<file path="config.mk">
export PLATFORM = sky130hd
export DESIGN_NAME = pata_strobe_gen
export DESIGN_NICKNAME = d
export VERILOG_FILES = /design/src/rtl/pata_tmg_pkg.sv /design/src/rtl/pata_tmg_decode.sv /design/src/rtl/pata_tmg_seq.sv /design/src/rtl/pata_strobe_gen.sv
export SDC_FILE = /design/constraint.sdc
export NUM_CORES = 1
export LEC_CHECK = 0
export ABC_AREA = 1
export BUFFER_PORTS_ARGS = -buffer_cell sky130_fd_sc_hd__buf_2
export CORE_MARGIN = 3
export CORE_UTILIZATION = 43
export DETAILED_ROUTE_END_ITERATION = 8
export MAX_ROUTING_LAYER = met4
export PLACE_DENSITY_LB_ADDON = 0.05
export SYNTH_ARGS = -nofsm -noshare
export SYNTH_HDL_FRONTEND = slang
export SYNTH_SLANG_ARGS = --single-unit
</file>
<file path="constraint.sdc">
create_clock -name clk -period 1.5 [get_ports clk]
set_input_delay 0.075 -clock clk [delete_from_list [all_inputs] [get_ports clk]]
set_output_delay 0.075 -clock clk [all_outputs]
set_load 0.05 [all_outputs]
</file>
<file path="src/rtl/pata_tmg_pkg.sv">
package pata_tmg_pkg;
  localparam int WORD_W = 32;
  localparam int CNT_W  = 5;

  // field positions that the decoder relies on
  localparam int D_REC_LSB = 0;   localparam int D_REC_W = 4;
  localparam int D_ACT_LSB = 4;   localparam int D_ACT_W = 5;
  localparam int C_REC_LSB = 9;   localparam int C_REC_W = 4;
  localparam int C_ACT_LSB = 13;  localparam int C_ACT_W = 5;
  localparam int D_SET_LSB = 22;  localparam int D_SET_W = 3;
  localparam int C_SET_LSB = 25;  localparam int C_SET_W = 3;

  typedef enum logic [1:0] {PH_IDLE, PH_SETUP, PH_ACT, PH_REC} phase_e;

  typedef struct packed {
    logic [CNT_W-1:0] setup_len;
    logic [CNT_W-1:0] act_len;
    logic [CNT_W-1:0] rec_len;
  } phase_lens_t;
endpackage

</file>
<file path="src/rtl/pata_tmg_decode.sv">
module pata_tmg_decode
  import pata_tmg_pkg::*;
#(
  parameter int W = WORD_W
) (
  input  logic [W-1:0] word,
  input  logic         is_cmd,
  output phase_lens_t  lens
);
  phase_lens_t data_l, cmd_l;

  always_comb begin
    data_l.setup_len = CNT_W'(word[D_SET_LSB +: D_SET_W]);
    data_l.act_len   = CNT_W'(word[D_ACT_LSB +: D_ACT_W]);
    data_l.rec_len   = CNT_W'(word[D_REC_LSB +: D_REC_W]);
    cmd_l.setup_len  = CNT_W'(word[C_SET_LSB +: C_SET_W]);
    cmd_l.act_len    = CNT_W'(word[C_ACT_LSB +: C_ACT_W]);
    cmd_l.rec_len    = CNT_W'(word[C_REC_LSB +: C_REC_W]);
    lens = is_cmd ? cmd_l : data_l;
  end
endmodule

</file>
<file path="src/rtl/pata_tmg_seq.sv">
module pata_tmg_seq
  import pata_tmg_pkg::*;
(
  input  logic        clk,
  input  logic        rst_n,
  input  logic        start,
  input  phase_lens_t lens_in,
  input  logic        write_in,
  output phase_e      phase,
  output logic        last_clk,
  output logic        write_q
);
  phase_lens_t      lens_q;
  logic [CNT_W-1:0] cnt;
  logic             cnt_zero;

  assign cnt_zero = (cnt == '0);
  assign last_clk = (phase == PH_REC) && cnt_zero;

  always_ff @(posedge clk or negedge rst_n) begin
    if (!rst_n) begin
      phase   <= PH_IDLE;
      cnt     <= '0;
      lens_q  <= '0;
      write_q <= 1'b0;
    end else begin
      unique case (phase)
        PH_IDLE: if (start) begin
          phase   <= PH_SETUP;
          cnt     <= lens_in.setup_len;
          lens_q  <= lens_in;
          write_q <= write_in;
        end
        PH_SETUP: if (cnt_zero) begin
          phase <= PH_ACT;
          cnt   <= lens_q.act_len;
        end else cnt <= cnt - 1'b1;
        PH_ACT: if (cnt_zero) begin
          phase <= PH_REC;
          cnt   <= lens_q.rec_len;
        end else cnt <= cnt - 1'b1;
        PH_REC: if (cnt_zero) phase <= PH_IDLE;
                else cnt <= cnt - 1'b1;
        default: phase <= PH_IDLE;
      endcase
    end
  end

  AST_LENS_HELD: assert property (@(posedge clk) disable iff (!rst_n)
    (phase != PH_IDLE) |=> $stable(lens_q) && $stable(write_q));
  AST_SETUP_FIRST: assert property (@(posedge clk) disable iff (!rst_n)
    (phase == PH_IDLE && start) |=> (phase == PH_SETUP));
  AST_ACT_AFTER_SETUP: assert property (@(posedge clk) disable iff (!rst_n)
    (phase == PH_ACT) |-> ($past(phase) == PH_SETUP || $past(phase) == PH_ACT));
endmodule

</file>
<file path="src/rtl/pata_strobe_gen.sv">
module pata_strobe_gen
  import pata_tmg_pkg::*;
#(
  parameter int W = WORD_W
) (
  input  logic         clk,
  input  logic         rst_n,
  input  logic [W-1:0] timing_word,
  input  logic         req_valid,
  output logic         req_ready,
  input  logic         req_write,
  input  logic         req_cmd,
  output logic         rd_strobe_n,
  output logic         wr_strobe_n,
  output logic         busy,
  output logic         done
);
  phase_lens_t lens;
  phase_e      phase;
  logic        last_clk, write_q, accept;

  pata_tmg_decode #(.W(W)) dec_i (
    .word   (timing_word),
    .is_cmd (req_cmd),
    .lens   (lens)
  );

  assign accept = req_valid && req_ready;

  pata_tmg_seq seq_i (
    .clk      (clk),
    .rst_n    (rst_n),
    .start    (accept),
    .lens_in  (lens),
    .write_in (req_write),
    .phase    (phase),
    .last_clk (last_clk),
    .write_q  (write_q)
  );

  assign busy        = (phase != PH_IDLE);
  assign req_ready   = !busy;
  assign done        = last_clk;
  assign rd_strobe_n = !((phase == PH_ACT) && !write_q);
  assign wr_strobe_n = !((phase == PH_ACT) &&  write_q);

  AST_NO_DUAL_STROBE: assert property (@(posedge clk) disable iff (!rst_n)
    rd_strobe_n || wr_strobe_n);
  AST_DONE_ONE_CLK: assert property (@(posedge clk) disable iff (!rst_n)
    done |=> !done && !busy);
  AST_ACCEPT_BUSY: assert property (@(posedge clk) disable iff (!rst_n)
    (req_valid && !busy) |=> busy);
  AST_SETUP_HIGH: assert property (@(posedge clk) disable iff (!rst_n)
    $rose(busy) |-> rd_strobe_n && wr_strobe_n);
  AST_STROBE_DIR_HELD: assert property (@(posedge clk) disable iff (!rst_n)
    (!rd_strobe_n && $past(!rd_strobe_n || !wr_strobe_n)) |-> $past(!rd_strobe_n));
endmodule

</file>
# Word-level counts from Yosys, hierarchy flattened
# Index checks and enable logic that the tools add are counted.
# word_totals
output_inout_bits	5
wordCells	39
reg_bits	18
# op_classes
mux	11
eq_ne	8
add_sub_neg	1
reduce_logical	14
# op_table
operator	n
5-bit 2-to-1 mux	4
5-bit one-hot mux with 4 select lines	1
13-bit 2-to-1 mux	1
2-bit 2-to-1 mux	4
2-bit one-hot mux with 4 select lines	1
2-bit by 1-bit != test with 1-bit output, second input constant	3
5-bit zero test	1
5-bit by 1-bit subtractor with 5-bit output, second input constant	1
2-bit equality test, second input constant	2
1-bit logical AND	4
1-bit zero test	4
2-bit != test, second input constant	2
2-bit AND reduction	2
4-bit AND reduction	1
2-bit by 1-bit equality test with 1-bit output, second input constant	1
2-bit zero test	1
2-bit nonzero test	1

# Logic depth before layout (Yosys ltp)
# depth
word_depth	5
depth_mapped	9
mapped_depth_nobuf	9

# Hierarchy
# A second synthesis with hierarchy kept.
# hier_totals
hier_cells	187
hier_area_um2	1317.5
# modules_own_cells
mod	instances	area_each_um2	cells_each
pata_tmg_seq	1	1083.5	136
pata_tmg_decode	1	183.9	43
pata_strobe_gen	1	50.0	8

# Worst setup path before layout
# OpenSTA, ideal clock, no wires.
# synth_timing
kind	flip-flop to flip-flop
from	reg seq_i.phase[0]
to	reg seq_i.cnt[2]
setup_ps	122
stages_incl_launch_ff	9
required_time_ps	1378
t_arrival_ps	1909
path_slack_ps	-531
period_less_slack_ps	2031
path_cell_list	dfrtp_1 inv_1 ha_1 inv_2 or2_4 nand2_4 inv_2 nor2_1 a21oi_1
# synth_via
elab_chain_cells	5
elab_cells_between_ends	11
cone_classes	eq/ne (5); mux (1); reduce/logical (5)
# synth_lines
element	line	text
from (decl)	pata_tmg_seq.sv:9	output phase_e phase,
from (signal assigned)	pata_tmg_seq.sv:22	phase <= PH_IDLE;
from (signal assigned)	pata_tmg_seq.sv:29	phase <= PH_SETUP;
from (signal assigned)	pata_tmg_seq.sv:35	phase <= PH_ACT;
2-bit nonzero test	pata_strobe_gen.sv:41	assign busy = (phase != PH_IDLE);
1-bit zero test	pata_strobe_gen.sv:42	assign req_ready = !busy;
via req_ready	pata_strobe_gen.sv:10	output logic req_ready,
1-bit logical AND	pata_strobe_gen.sv:28	assign accept = req_valid && req_ready;
2-bit != test (no line)	--	
2-bit AND reduction (no line)	--	
to (signal assigned)	pata_tmg_seq.sv:40	cnt <= lens_q.rec_len;
to (signal assigned)	pata_tmg_seq.sv:41	end else cnt <= cnt - 1'b1;
to (signal assigned)	pata_tmg_seq.sv:43	else cnt <= cnt - 1'b1;
to (decl)	pata_tmg_seq.sv:14	logic [CNT_W-1:0] cnt;
# The timed path passes the listed nets, and every way through them passes these cells.
# A chain may end at the register's enable or synchronous reset.

# Worst setup path in the final report
# layout_timing
from	reg seq_i.phase[0]
to	reg seq_i.cnt[2]
# layout_via
elab_chain_cells	5
elab_cells_between_ends	11
cone_classes	eq/ne (5); mux (1); reduce/logical (5)
# layout_lines
element	line
2-bit nonzero test	pata_strobe_gen.sv:41
1-bit zero test	pata_strobe_gen.sv:42
1-bit logical AND	pata_strobe_gen.sv:28
2-bit != test (no line)	--
2-bit AND reduction (no line)	--
# Several ways; a longest one is shown, not always the timed one.

==> metrics.csv <==
metric,value,unit
dominant synthesized flop cell,dfrtp_1,
RSZ-0062 raised after global routing,yes,
DR vias,1231,
post-synthesis xor/xnor area fraction,0.0157,
setup violation total in the final timing report,1,
Initial DRC Count,28,
DRC,0,
reg2reg end,seq_i.cnt[2],
total global-route track usage,0.191,
end of the critical path,seq_i.cnt[2],
average wire per standard cell,12.7,um
leakage,0.824,nW
Initial Util,0.478,
simple-gate share of the synthesized area,0.335,
Tmin final,1.50,ns
Crit-path slowest cell,dfrtp_2,
"commonest non-fill, non-tap cell in the layout",buf_2,
pin slew with the least headroom to its limit,0.388,ns
largest net degree at the start of global routing,18,
clock sink total,17,
Mapped Nets,195,
Crit path depth,9,
"Seq/Total Area, Yosys",0.381,
failing checks,setup timing,
"Warnings, synthesis",0,
clk slew on worst S/H paths,0.11,ns
crit path from,seq_i.phase[0],
largest family of logic cells by synthesized area,simple AND/OR/NAND/NOR gates,
clock skew,0.0114,ns
TritonCTS clock tree,yes,
outcome,"complete, but fails checks",
CP required,1.70,ns
P&R area growth vs syn,46.7,%
Adder-Cell Fraction of Synth Area,0.0560,
vias per cell,5.15,
compound-cell area share of the yosys netlist,0.141,
Chip Width,57.0,um
vias in the first global route,1116,
worst skew pair latency,0.30,ns
gpl congestion,0.802,
crit path buf inv count,4,
Die ar.,3250,um2
Crit. End Element,register,
post-synthesis cell area,1120,um2
"FFs w/ async S/R, synth",1.00,
DRT Pass-1 Iters,4,
global-route wire length before repair,4790,um
Nets,254,
Port Buffer Count,33,
worst setup slack after layout,-0.00185,ns
"commonest non-fill, non-tap cells in the layout","28 x buf_2, 27 x nand2_1, 23 x buf_4",
"Slew Viols, Final",0,
Yosys cell types,23,
Fmax,666,MHz
Worst R2R Start,seq_i.phase[0],
crit-path cells,inv_2 > buf_6 > ha_4 > inv_6 > or2_4 > nand2_4 > inv_4 > nor2_2 > a21oi_1,
Fin Hold WS,0.00504,ns
Post-synth EDFFs,0,
slew margin rel.,0.741,
I/O pin count,42,
Final period util,1.00,
Pwr Total,0.00372,W
"Avg Cell Area, Syn",7.30,um2
Fin. Hold Viols,0,
HPWL Detailed,2180,um
layout cells sized above 1,0.422,
Ant. Diodes,0,
htree depth,1,
Mapped Cells,153,
total CTS buffers,3,
pwr/cell area,2270,nW/um2
Yosys reg bits,17,
CP Launch Type,register,
Routed WL,3030,um
row cnt,17,
core area,2340,um2
Max Cap Viol,0,
GR Overflow Total,0,
post-synthesis mux area share,0,
DRT antenna net count,0,
Worst R2R Path Depth,9,
hold crit path type,input port to register,
Setup CP Type,register to register,
Peak VDD IR,1.55,mV
initial antenna violation count,0,
die height,57.0,um
r2r setup slk,-0.002,ns
Crit path largest cell delay,0.45,ns
"CP delay by family, top",simple AND/OR/NAND/NOR gates,
root buf cell,clkbuf_4,
CP arrival,1.70,ns
worst-path fanout max,5,
clk buf depth,2,
worst min-delay path by stage:
stage | startpoint | slack, ns | depth (start not counted) | endpoint
finish | timing_word[17] | 0.005 | 3 | seq_i.lens_q[9]
floorplan | rst_n | -0.22 | 0 | seq_i.cnt[0]
global placement | rst_n | 0.02 | 1 | seq_i.lens_q[5]
detailed placement | rst_n | 0.02 | 1 | seq_i.lens_q[6]
CTS | timing_word[17] | 0.0006 | 3 | seq_i.lens_q[9]
global route | timing_word[16] | 0.007 | 3 | seq_i.lens_q[8]
sequential cells by signal (all words and copies together) (netlist names):
name and cells:
seq_i.phase 2, seq_i.cnt 5, seq_i.write_q 1, seq_i.lens_q 9
power breakdown:
part           switching (W)  leakage, nW  internal (W)  total (W)
registers           0.000181        0.198      0.000704   0.000885
logic                0.00140        0.611       0.00118    0.00258
clock network       0.000151       0.0150      0.000104   0.000255
total                0.00174        0.824       0.00199    0.00372
synthesized netlist by cell type (3+ instances only):
library cell  instances  area [um2]
ha_1                  5        62.6
nand2_1              28         105
dfrtp_1              17         425
nor2_1               24        90.1
inv_1                12        45.0
nand3_1              13        65.1
inv_2                 3        11.3
o21ai_0               8        40.0
buf_2                 3        15.0
nand4_1               3        18.8
a21oi_1              20         100
routing by layer:
layer	track usage	wire length, um	up-vias
li1	-	-	617
met1	0.221	1290	580
met2	0.330	1550	30
met3	0.0520	153	4
met4	0.0397	26	0
met5	-	0	-
layout make-up:
type,instances,area [um2]
Timing Repair Buffer,57,385
Fill cell,199,701
Tap cell,28,35.0
Sequential cell,17,429
Multi-Input combinational cell,117,686
Clock buffer,4,26.3
Inverter,16,77.6
metrics by stage:
stage	worst slack (ns)	TNS, ns	cell area [um2]	std cells	utilization
3_5_place_dp	-0.00578	-0.00578	1370	217	0.583
3_3_place_gp	0.0274	0	1370	217	0.583
6_report	-0.00185	-0.00185	1640	239	0.701
2_1_floorplan	0.0134	0	1130	153	-
4_1_cts	-0.0235	-0.0713	1490	226	0.635
5_1_grt	-0.0859	-0.395	1640	239	0.701
logic make-up (layout without fill, tap and decap cells):
kind of cell,after synthesis,in the layout
fa+ha+maj,5,5
buf+inv,19,77
xor+xnor,2,2
compound gates,31,31
simple gates,79,79
flops,17,17
worst min-delay path, delay by kind of cell:
family | cells | cell delay [ns]
buffers and inverters | 1 | 0.10
AO/OA/AOI/OAI | 1 | 0.06
AND/OR/NAND/NOR | 1 | 0.05
repair_timing:
item | CTS | global route
hold buffers | 2 | 0
pin swaps | 2 | 11
setup buffers | 3 | 13
setup endpoints to repair | 5 | 19
hold endpoints to repair | 18 | 0
gates resized for setup | 16 | 20
(Power assumes the default switching activity.)
